==> src/rtl/mcid_pkg.sv <==
package mcid_pkg;
  // Operation applied to a core's priority stack in a given cycle.
  typedef enum logic [1:0] {
    STK_HOLD = 2'd0,
    STK_PUSH = 2'd1,
    STK_POP  = 2'd2
  } stk_op_e;
endpackage

==> src/rtl/mcid_src_bank.sv <==
module mcid_src_bank #(
  parameter int NUM_SRC = 8,
  parameter int PRIO_W  = 4,
  parameter int CORE_W  = 1,
  parameter int SRC_W   = 3
) (
  input  logic                       clk,
  input  logic                       rst_n,
  input  logic [NUM_SRC-1:0]         hw_req,
  input  logic [NUM_SRC-1:0]         sw_set,
  input  logic [NUM_SRC-1:0]         sw_clr,
  input  logic [NUM_SRC-1:0]         ack_clr,
  input  logic                       cfg_we,
  input  logic [SRC_W-1:0]           cfg_sel,
  input  logic                       cfg_en,
  input  logic [PRIO_W-1:0]          cfg_prio,
  input  logic [CORE_W-1:0]          cfg_core,
  output logic [NUM_SRC-1:0]         req_o,
  output logic [NUM_SRC-1:0]         en_o,
  output logic [NUM_SRC*PRIO_W-1:0]  prio_o,
  output logic [NUM_SRC*CORE_W-1:0]  core_o
);
  logic [NUM_SRC-1:0] set_any;
  logic [NUM_SRC-1:0] clr_any;

  // A set always dominates any clear arriving in the same cycle.
  function automatic logic [NUM_SRC-1:0] req_next(
    input logic [NUM_SRC-1:0] cur,
    input logic [NUM_SRC-1:0] set,
    input logic [NUM_SRC-1:0] clr
  );
    return set | (cur & ~clr);
  endfunction

  assign set_any = hw_req | sw_set;
  assign clr_any = sw_clr | ack_clr;

  always_ff @(posedge clk or negedge rst_n) begin
    if (!rst_n) begin
      req_o  <= '0;
      en_o   <= '0;
      prio_o <= '0;
      core_o <= '0;
    end else begin
      req_o <= req_next(req_o, set_any, clr_any);
      if (cfg_we) begin
        en_o[cfg_sel]                   <= cfg_en;
        prio_o[cfg_sel*PRIO_W +: PRIO_W] <= cfg_prio;
        core_o[cfg_sel*CORE_W +: CORE_W] <= cfg_core;
      end
    end
  end

  AST_SET_DOMINATES: assert property (@(posedge clk) disable iff (!rst_n)
    (|set_any) |=> ((req_o & $past(set_any)) == $past(set_any)));

  AST_ACK_REMOVES: assert property (@(posedge clk) disable iff (!rst_n)
    (|(ack_clr & ~set_any)) |=> ((req_o & $past(ack_clr & ~set_any)) == '0));
endmodule

==> src/rtl/mcid_core_arb.sv <==
module mcid_core_arb #(
  parameter int NUM_SRC = 8,
  parameter int PRIO_W  = 4,
  parameter int CORE_W  = 1,
  parameter int SRC_W   = 3,
  parameter int CORE_ID = 0
) (
  input  logic                       clk,
  input  logic                       rst_n,
  input  logic [NUM_SRC-1:0]         req_i,
  input  logic [NUM_SRC-1:0]         en_i,
  input  logic [NUM_SRC*PRIO_W-1:0]  prio_i,
  input  logic [NUM_SRC*CORE_W-1:0]  core_i,
  input  logic [PRIO_W-1:0]          cur_prio_i,
  input  logic                       take_i,
  output logic                       irq_o,
  output logic [SRC_W-1:0]           vec_o,
  output logic [PRIO_W-1:0]          win_prio_o
);
  logic [NUM_SRC-1:0] cand;
  logic [NUM_SRC-1:0] cand_prev;
  logic               best_v;
  logic [SRC_W-1:0]   best_i;
  logic [PRIO_W-1:0]  best_p;

  // A newcomer replaces the best so far only when strictly higher;
  // scanning upward keeps the lower index on a tie.
  function automatic logic outranks(
    input logic              have,
    input logic [PRIO_W-1:0] p_new,
    input logic [PRIO_W-1:0] p_best
  );
    return !have || (p_new > p_best);
  endfunction

  for (genvar i = 0; i < NUM_SRC; i++) begin : g_cand
    assign cand[i] = req_i[i] & en_i[i] &
                     (core_i[i*CORE_W +: CORE_W] == CORE_W'(CORE_ID));
  end

  always_comb begin
    best_v = 1'b0;
    best_i = '0;
    best_p = '0;
    for (int i = 0; i < NUM_SRC; i++) begin
      if (cand[i] && outranks(best_v, prio_i[i*PRIO_W +: PRIO_W], best_p)) begin
        best_v = 1'b1;
        best_i = SRC_W'(i);
        best_p = prio_i[i*PRIO_W +: PRIO_W];
      end
    end
  end

  always_ff @(posedge clk or negedge rst_n) begin
    if (!rst_n) begin
      irq_o      <= 1'b0;
      vec_o      <= '0;
      win_prio_o <= '0;
      cand_prev  <= '0;
    end else begin
      cand_prev  <= cand;
      vec_o      <= best_i;
      win_prio_o <= best_p;
      irq_o      <= take_i ? 1'b0 : (best_v && (best_p > cur_prio_i));
    end
  end

  AST_WINNER_ROUTED: assert property (@(posedge clk) disable iff (!rst_n)
    irq_o |-> cand_prev[vec_o]);

  AST_ABOVE_CURRENT: assert property (@(posedge clk) disable iff (!rst_n)
    irq_o |-> (win_prio_o > cur_prio_i));
endmodule

==> src/rtl/mcid_prio_stack.sv <==
module mcid_prio_stack
  import mcid_pkg::*;
#(
  parameter int PRIO_W = 4,
  parameter int DEPTH  = 4
) (
  input  logic              clk,
  input  logic              rst_n,
  input  stk_op_e           op_i,
  input  logic [PRIO_W-1:0] new_prio_i,
  output logic [PRIO_W-1:0] cur_o,
  output logic              full_o,
  output logic              empty_o
);
  localparam int SP_W  = $clog2(DEPTH + 1);
  localparam int IDX_W = (DEPTH > 1) ? $clog2(DEPTH) : 1;

  logic [PRIO_W-1:0] mem [DEPTH];
  logic [SP_W-1:0]   sp;
  logic [IDX_W-1:0]  top_idx;

  assign full_o  = (sp == SP_W'(DEPTH));
  assign empty_o = (sp == '0);
  assign top_idx = IDX_W'(sp - SP_W'(1));

  always_ff @(posedge clk or negedge rst_n) begin
    if (!rst_n) begin
      sp    <= '0;
      cur_o <= '0;
      for (int i = 0; i < DEPTH; i++) mem[i] <= '0;
    end else begin
      case (op_i)
        STK_PUSH: if (!full_o) begin
          mem[IDX_W'(sp)] <= cur_o;
          sp              <= sp + SP_W'(1);
          cur_o           <= new_prio_i;
        end
        STK_POP: if (!empty_o) begin
          sp    <= sp - SP_W'(1);
          cur_o <= mem[top_idx];
        end
        default: ;
      endcase
    end
  end

  AST_STACK_BOUND: assert property (@(posedge clk) disable iff (!rst_n)
    sp <= SP_W'(DEPTH));

  AST_PUSH_LOADS: assert property (@(posedge clk) disable iff (!rst_n)
    (op_i == STK_PUSH && !full_o) |=> (cur_o == $past(new_prio_i)));
endmodule

==> src/rtl/mcid_dispatch.sv <==
module mcid_dispatch
  import mcid_pkg::*;
#(
  parameter int NUM_SRC     = 8,
  parameter int NUM_CORE    = 2,
  parameter int PRIO_W      = 4,
  parameter int STACK_DEPTH = 4,
  parameter int SRC_W       = (NUM_SRC  > 1) ? $clog2(NUM_SRC)  : 1,
  parameter int CORE_W      = (NUM_CORE > 1) ? $clog2(NUM_CORE) : 1
) (
  input  logic                         clk,
  input  logic                         rst_n,
  input  logic [NUM_SRC-1:0]           hw_req,
  input  logic [NUM_SRC-1:0]           sw_set,
  input  logic [NUM_SRC-1:0]           sw_clr,
  input  logic                         cfg_we,
  input  logic [SRC_W-1:0]             cfg_sel,
  input  logic                         cfg_en,
  input  logic [PRIO_W-1:0]            cfg_prio,
  input  logic [CORE_W-1:0]            cfg_core,
  input  logic [NUM_CORE-1:0]          ack,
  input  logic [NUM_CORE-1:0]          ret,
  output logic [NUM_CORE-1:0]          irq,
  output logic [NUM_CORE*SRC_W-1:0]    irq_vec,
  output logic [NUM_CORE*PRIO_W-1:0]   cur_prio,
  output logic [NUM_SRC-1:0]           pending
);
  logic [NUM_SRC-1:0]        req_w;
  logic [NUM_SRC-1:0]        en_w;
  logic [NUM_SRC*PRIO_W-1:0] prio_w;
  logic [NUM_SRC*CORE_W-1:0] core_w;
  logic [NUM_SRC-1:0]        ack_clr;
  logic [NUM_CORE-1:0]       ack_ok;
  logic [NUM_CORE-1:0]       stk_full;
  logic [NUM_CORE-1:0]       stk_empty;
  logic [SRC_W-1:0]          vec_a  [NUM_CORE];
  logic [PRIO_W-1:0]         wprio_a[NUM_CORE];
  logic [PRIO_W-1:0]         cur_a  [NUM_CORE];
  stk_op_e                   op_a   [NUM_CORE];

  mcid_src_bank #(
    .NUM_SRC(NUM_SRC), .PRIO_W(PRIO_W), .CORE_W(CORE_W), .SRC_W(SRC_W)
  ) u_bank (
    .clk(clk), .rst_n(rst_n),
    .hw_req(hw_req), .sw_set(sw_set), .sw_clr(sw_clr), .ack_clr(ack_clr),
    .cfg_we(cfg_we), .cfg_sel(cfg_sel), .cfg_en(cfg_en),
    .cfg_prio(cfg_prio), .cfg_core(cfg_core),
    .req_o(req_w), .en_o(en_w), .prio_o(prio_w), .core_o(core_w)
  );

  assign pending = req_w;

  // Acknowledged winners of all cores are withdrawn together.
  always_comb begin
    ack_clr = '0;
    for (int c = 0; c < NUM_CORE; c++) begin
      if (ack_ok[c]) ack_clr[vec_a[c]] = 1'b1;
    end
  end

  for (genvar c = 0; c < NUM_CORE; c++) begin : g_core
    // An acknowledge counts only against a live interrupt with stack room.
    assign ack_ok[c] = ack[c] & irq[c] & ~stk_full[c];
    assign op_a[c]   = ack_ok[c]                ? STK_PUSH :
                       (ret[c] && !stk_empty[c]) ? STK_POP  : STK_HOLD;

    mcid_core_arb #(
      .NUM_SRC(NUM_SRC), .PRIO_W(PRIO_W), .CORE_W(CORE_W),
      .SRC_W(SRC_W), .CORE_ID(c)
    ) u_arb (
      .clk(clk), .rst_n(rst_n),
      .req_i(req_w), .en_i(en_w), .prio_i(prio_w), .core_i(core_w),
      .cur_prio_i(cur_a[c]), .take_i(ack_ok[c]),
      .irq_o(irq[c]), .vec_o(vec_a[c]), .win_prio_o(wprio_a[c])
    );

    mcid_prio_stack #(
      .PRIO_W(PRIO_W), .DEPTH(STACK_DEPTH)
    ) u_stack (
      .clk(clk), .rst_n(rst_n),
      .op_i(op_a[c]), .new_prio_i(wprio_a[c]),
      .cur_o(cur_a[c]), .full_o(stk_full[c]), .empty_o(stk_empty[c])
    );

    assign irq_vec[c*SRC_W +: SRC_W]   = vec_a[c];
    assign cur_prio[c*PRIO_W +: PRIO_W] = cur_a[c];

    AST_REFUSED_ACK_HOLDS: assert property (@(posedge clk) disable iff (!rst_n)
      (ack[c] && stk_full[c] && !ret[c]) |=> (cur_a[c] == $past(cur_a[c])));

    AST_ACK_DROPS_IRQ: assert property (@(posedge clk) disable iff (!rst_n)
      ack_ok[c] |=> !irq[c]);
  end
endmodule

==> config.mk <==
export PLATFORM = sky130hd
export DESIGN_NAME = mcid_dispatch
export DESIGN_NICKNAME = d
export VERILOG_FILES = /design/src/rtl/mcid_pkg.sv /design/src/rtl/mcid_src_bank.sv /design/src/rtl/mcid_core_arb.sv /design/src/rtl/mcid_prio_stack.sv /design/src/rtl/mcid_dispatch.sv
export SDC_FILE = /design/constraint.sdc
export NUM_CORES = 1
export LEC_CHECK = 0
export BUFFER_PORTS_ARGS = -buffer_cell sky130_fd_sc_hd__buf_2
export CAP_MARGIN = 0
export CORE_ASPECT_RATIO = 0.6
export CORE_UTILIZATION = 30
export DETAILED_ROUTE_END_ITERATION = 12
export HOLD_SLACK_MARGIN = 0.08
export PLACE_DENSITY = 0.46
export SETUP_SLACK_MARGIN = 0.02
export SYNTH_ARGS = -nofsm -noshare
export SYNTH_HDL_FRONTEND = slang
export SYNTH_SLANG_ARGS = --single-unit
==> constraint.sdc <==
create_clock -name clk -period 14.95 [get_ports clk]
set_clock_uncertainty 0.15 [all_clocks]
set_input_delay 1.495 -clock clk [delete_from_list [all_inputs] [get_ports clk]]
set_output_delay 1.495 -clock clk [all_outputs]
set_load 0.01 [all_outputs]
==> results.json, run 1 <==
{
  "cp_max_fo": 14,
  "hold_path.class": "reg -> reg",
  "crit_type": "reg -> reg",
  "crit_required_ps": 15120,
  "syn_area_um2": 7890,
  "clkTransAtPathRegs_ps": 60,
  "start_kind": "flip-flop",
  "ant_nets": 0,
  "cap_violations": 0,
  "postSynthAreaPerCell_um2": 9.59,
  "drcViolationCount": 0,
  "port_buffers": 63,
  "die_area_um2": 27000,
  "synth_top_area_cell": "dfrtp_1",
  "yosys_warnings": 0,
  "row_count": 45,
  "synth_edf_count": 0,
  "ys_types": 68,
  "wirelength_um": 24100,
  "dp_hpwl_um": 19200,
  "p_leak_nw": 4.12,
  "grt_pass1_wl_um": 37800,
  "synthCells": 823,
  "slew_headroom_pct": 20.3,
  "critPathTopFamily": "compound AO/OA/AOI/OAI gates",
  "nets": 1003,
  "h-tree-depth": 4,
  "reg2reg_slack_ps": 1380,
  "place_congestion": 0.892,
  "start_util_pct": 30.9,
  "synthToLayoutAreaGrowth_pct": 17.1,
  "synth_top_area_share_pct": 37.4,
  "crit_top_cell": "ha_1",
  "fin_crit_ps": 13570,
  "grt_max_degree": 65,
  "async_flop_share_pct": 100,
  "drtIter0Drc": 576,
  "firstDrtPassIters": 5,
  "critPathMaxStageDelay_ps": 710,
  "yosys-top-cells-count": "dfrtp_1, nand2_1, ha_1",
  "io_pins": 64,
  "synth_most_common_cell": "dfrtp_1",
  "reg2reg_depth": 64,
  "gr-total-overflow": 0,
  "grt_pass1_vias": 6172,
  "worst_setup_path_end_kind": "flip-flop",
  "r2r_end": "g_core[0].u_arb.irq_o$_DFF_PN0_",
  "hold_violations": 0,
  "die-height_um": 128,
  "holdCritStartpoint": "g_core[0].u_arb.win_prio_o[1]$_DFF_PN0_",
  "root_buffer": "clkbuf_16",
  "core_um2": 25600,
  "finalSetupTns_ps": 0,
  "holdBufCountCts": 0,
  "numCtsBuffers": 17,
  "period_share_pct": 90.7,
  "status": "complete, no violations",
  "p_total_mw": 1.89,
  "antenna_found_initial": 1,
  "vias": 6513,
  "worst_pin_slew_ps": 1190,
  "setup_viol": 0,
  "ir_worst_vdd_mv": 0.0838,
  "synth.area.top_cells": "dfrtp_1, ha_1, mux2_2",
  "crit_path_top_delay_cell": "a21boi_0",
  "n_fill_cell": 2628,
  "max_freq_mhz": 73.7,
  "drive_above_1_share_pct": 20.0,
  "rsz0062_at_grt": "false",
  "syn_nets": 937,
  "hold_depth": 2,
  "track_usage_pct": 19.0,
  "slew_violations": 0,
  "vias_per_cell": 5.19,
  "worstPathBufferInverterCount": 3,
  "min_to": "g_core[0].u_stack.cur_o[1]$_DFFE_PN0P_",
  "postCtsSetupBuffers": 0,
  "cts.path.max_buffers": 2,
  "ys_seq_elements": 118,
  "cts_tree": "yes",
  "arrival_ps": 13740,
  "p_per_area_nw_per_um2": 205,
  "cts_resized": 0,
  "die_x_um": 211,
  "routedWlPerCell_um": 19.2,
  "ys_seq_area_share_pct": 37.4,
  "cts.sinks": 118,
  "synthFlopType": "dfrtp_1",
  "clkLatencyLatePin_ps": 440,
  "rr_startpoint": "u_bank.req_o[0]$_DFF_PN0_"
}
## registers in the layout, indices dropped and copies added, names as in the netlist
signal	cells
g_core.u_arb.win_prio_o	8
g_core.u_stack.mem	32
g_core.u_arb.vec_o	6
u_bank.req_o	8
u_bank.en_o	8
g_core.u_stack.sp	6
g_core.u_stack.cur_o	8
u_bank.prio_o	32
u_bank.core_o	8
g_core.u_arb.irq_o	2
## logic make-up after synthesis
group	after synthesis	share of synthesized area (%)
muxes	75	11.7
and+or+nand+nor	289	18.3
AOI/OAI and AO/OA	207	17.5
DFF	118	37.4
xor gates and xnor gates	4	0.444
adders and majority gates	74	11.7
buffers and inverters	56	2.95
## through the flow
stage          std cells  hold slack (ps)  worst slack [ps]  utilization (%)  area (um2)
3_3_place_gp        1222              286              1750             33.6        8580
5_1_grt             1254              335               167             36.1        9240
6_report            1255              296              1380             36.1        9240
4_1_cts             1254              306              1550             36.1        9240
3_5_place_dp        1222              292              1590             33.6        8580
2_1_floorplan        823              276              2720                -        7890
## worst min-delay path, delay by kind of cell, from the launching register on
family	cells	cell delay (ps)
AOI/OAI and AO/OA	1	60
DFF	1	320
and+or+nand+nor	1	40
## cells in the final DEF (no fill, tap or decap), types with 15 or more instances in the layout
cell / instances
a21oi_1: 32
mux2_2: 55
o21ai_0: 68
clkbuf_16: 17
nor2_1: 39
nand2_1: 116
nor2b_1: 19
dfrtp_1: 118
buf_2: 62
and2_1: 18
nand3_1: 18
nor3_1: 15
ha_1: 74
inv_1: 35
## worst max path at each step
stage / from / to / slack [ps] / cells past startpoint
final: u_bank.req_o[0]$_DFF_PN0_ / g_core[0].u_arb.irq_o$_DFF_PN0_ / 1380 / 64
after global routing: u_bank.req_o[0]$_DFF_PN0_ / g_core[0].u_arb.irq_o$_DFF_PN0_ / 170 / 64
after CTS: u_bank.req_o[0]$_DFF_PN0_ / g_core[0].u_arb.irq_o$_DFF_PN0_ / 1550 / 64
after detailed placement: u_bank.req_o[0]$_DFF_PN0_ / g_core[0].u_arb.irq_o$_DFF_PN0_ / 1590 / 64
after global placement: u_bank.req_o[0]$_DFF_PN0_ / g_core[1].u_arb.irq_o$_DFF_PN0_ / 1750 / 57
after floorplan: u_bank.req_o[0]$_DFF_PN0_ / g_core[0].u_arb.irq_o$_DFF_PN0_ / 2720 / 63
## report_power, final
| group | switching, mW | total [mW] | internal, mW |
|---|---|---|---|
| clock network | 0.159 | 0.456 | 0.297 |
| logic | 0.515 | 0.914 | 0.399 |
| registers | 0.115 | 0.520 | 0.405 |
| total | 0.789 | 1.89 | 1.10 |
## routing by layer
layer	vias up	part of all wire, %	global-route usage [%]
met3	14	6.6	5.70
met2	168	33	20.6
li1	3164	-	-
met1	3167	60	33.2
met5	-	0	0
met4	0	0.56	3.62
## final cells by class
class / count / area [um2] / share of cell area [%]
Clock buffer: 18 / 429 / 4.65
Sequential cell: 118 / 2950 / 32.0
Tap cell: 352 / 440 / 4.77
Timing Repair Buffer: 68 / 355 / 3.85
Multi-Input combinational cell: 649 / 4700 / 50.9
Clock inverter: 14 / 221 / 2.40
Inverter: 35 / 131 / 1.42
Antenna cell: 1 / 2.50 / 0.0271
Power figures use the tool's default switching activity.
==> run 2, diff against run 1 <==
Settings changed: PLACE_DENSITY 0.46 to 0.53.
==> run 2 against run 1 <==
Against the previous run: wire length decreased by 1.0%; sequential power is essentially flat; core utilization shrank 0.18 points; global-route usage decreased by 0.39 points; sequential share of layout area is 0.16 points higher; critical path depth down 1; critical endpoint unchanged; highest routed layer unchanged.
==> results.json, run 2 (same netlist as run 1, synthesis figures left out) <==
{
  "status": "complete, no violations",
  "grt_pass1_wl_um": 37200,
  "n_fill_cell": 2652,
  "critPathMaxStageDelay_ps": 480,
  "slew_headroom_pct": 25.1,
  "slew_violations": 0,
  "grt_pass1_vias": 6236,
  "start_kind": "flip-flop",
  "met3_length_um": 2210,
  "drcViolationCount": 0,
  "die-height_um": 128,
  "rsz0062_at_grt": "false",
  "clkTransAtPathRegs_ps": 60,
  "synthToLayoutAreaGrowth_pct": 16.5,
  "setup_viol": 0,
  "crit_top_cell": "ha_1",
  "dp_hpwl_um": 18800,
  "drive_above_1_share_pct": 20.1,
  "firstDrtPassIters": 5,
  "h-tree-depth": 4,
  "vias": 6578,
  "hold_path.class": "reg -> reg",
  "routedWlPerCell_um": 19.0,
  "multiInputGateArea_um2": 4710,
  "place_congestion": 0.897,
  "drt-met1-wl_um": 13700,
  "worstPathBufferInverterCount": 3,
  "drtIter0Drc": 562,
  "clkLatencyLatePin_ps": 430,
  "n_antenna_cell": 0,
  "fin_crit_ps": 13720,
  "period_share_pct": 91.8,
  "holdBufCountCts": 0,
  "nets": 1003,
  "layout_commonest_cell": "dfrtp_1",
  "p_leak_nw": 4.10,
  "hold_ws_ps": 300,
  "worst_pin_slew_ps": 1110,
  "cts.path.max_buffers": 2,
  "port_buffers": 63,
  "crit_type": "reg -> reg",
  "numCtsBuffers": 17,
  "cts.sinks": 118,
  "cts_tree": "yes",
  "finalSetupTns_ps": 0,
  "ant_nets": 0,
  "critPathTopFamily": "compound AO/OA/AOI/OAI gates",
  "grt_max_degree": 75,
  "row_count": 45,
  "highest_layer": "met4",
  "p_per_area_nw_per_um2": 203,
  "io_pins": 64,
  "cp_max_fo": 14,
  "ir_worst_vdd_mv": 0.0752,
  "die_area_um2": 27000,
  "final-seq-area_um2": 2950,
  "worst_setup_path_end_kind": "flip-flop",
  "core_um2": 25600,
  "wirelength_um": 23900,
  "gr-total-overflow": 0,
  "root_buffer": "clkbuf_16",
  "crit_required_ps": 15110,
  "dr_wl_met2_um": 7810,
  "vias_per_cell": 5.25,
  "crit_path_top_delay_cell": "a211oi_1",
  "cap_violations": 0,
  "reg.largest.list": "g_core.u_stack.mem (32), u_bank.prio_o (32)",
  "antenna_found_initial": 1,
  "die_x_um": 211,
  "arrival_ps": 13880,
  "mostFrequentLayoutCells": "dfrtp_1, nand2_1, ha_1, o21ai_0, buf_2",
  "start_util_pct": 30.9,
  "hold_violations": 0,
  "max_freq_mhz": 72.9,
  "track_usage_pct": 18.6
}
==> run 2: final cells by class <==
cell class                 count  area share [%]
multi-input combinational    649            51.2
sequential                   118            32.1
clock buffer                  22            5.27
tap                          352            4.79
timing repair buffer          68            3.87
inverter                      35            1.43
clock inverter                10            1.29
==> run 2: path summary, 6_finish.rpt <==
kind                                                    startpoint                                endpoint  slack (ps)  cells after the start
max reg2reg                              u_bank.req_o[0]$_DFF_PN0_         g_core[0].u_arb.irq_o$_DFF_PN0_        1230                     63
min in group asynchronous                                    rst_n    g_core[1].u_stack.mem[2]$_DFFE_PN0P_         910                      1
max                                      u_bank.req_o[0]$_DFF_PN0_         g_core[0].u_arb.irq_o$_DFF_PN0_        1230                     63
min reg2reg                g_core[1].u_arb.win_prio_o[3]$_DFF_PN0_  g_core[1].u_stack.cur_o[3]$_DFFE_PN0P_         300                      2
min                        g_core[1].u_arb.win_prio_o[3]$_DFF_PN0_  g_core[1].u_stack.cur_o[3]$_DFFE_PN0P_         300                      2
max in group asynchronous                                    rst_n           u_bank.prio_o[19]$_DFFE_PN0P_       12320                      2
==> run 2: stage by stage <==
stage / instances / setup WS [ps] / power (mW) / util, % / area, um2
2_1_floorplan: 823 / 2720 / 1.16 / - / 7890
3_3_place_gp: 1222 / 1080 / 1.43 / 33.6 / 8580
3_5_place_dp: 1222 / 1150 / 1.42 / 33.6 / 8580
4_1_cts: 1254 / 1120 / 1.86 / 35.9 / 9190
5_1_grt: 1254 / 154 / 2.01 / 36.0 / 9190
6_report: 1254 / 1230 / 1.87 / 36.0 / 9190
==> run 2: timing repair <==
item,in CTS,in global routing
setup endpoints to repair,0,1
gates resized for setup,0,2
buffers inserted,0,0
==> run 2: layer usage <==
metal | track usage (%) | vias to the layer above
li1 | - | 3183
met1 | 31.0 | 3157
met2 | 21.0 | 224
met3 | 6.15 | 14
met4 | 4.82 | 0
met5 | 0 | -
==> run 2: worst min-delay path: stages (launching register included) <==
cell and delay [ps]:
dfrtp_1 320, nand2_1 40, o21ai_0 50
==> run 2: where the power goes <==
group	total, mW	switching [mW]	internal (mW)
Clock	0.430	0.166	0.264
Sequential	0.518	0.113	0.405
Combinational	0.922	0.524	0.398
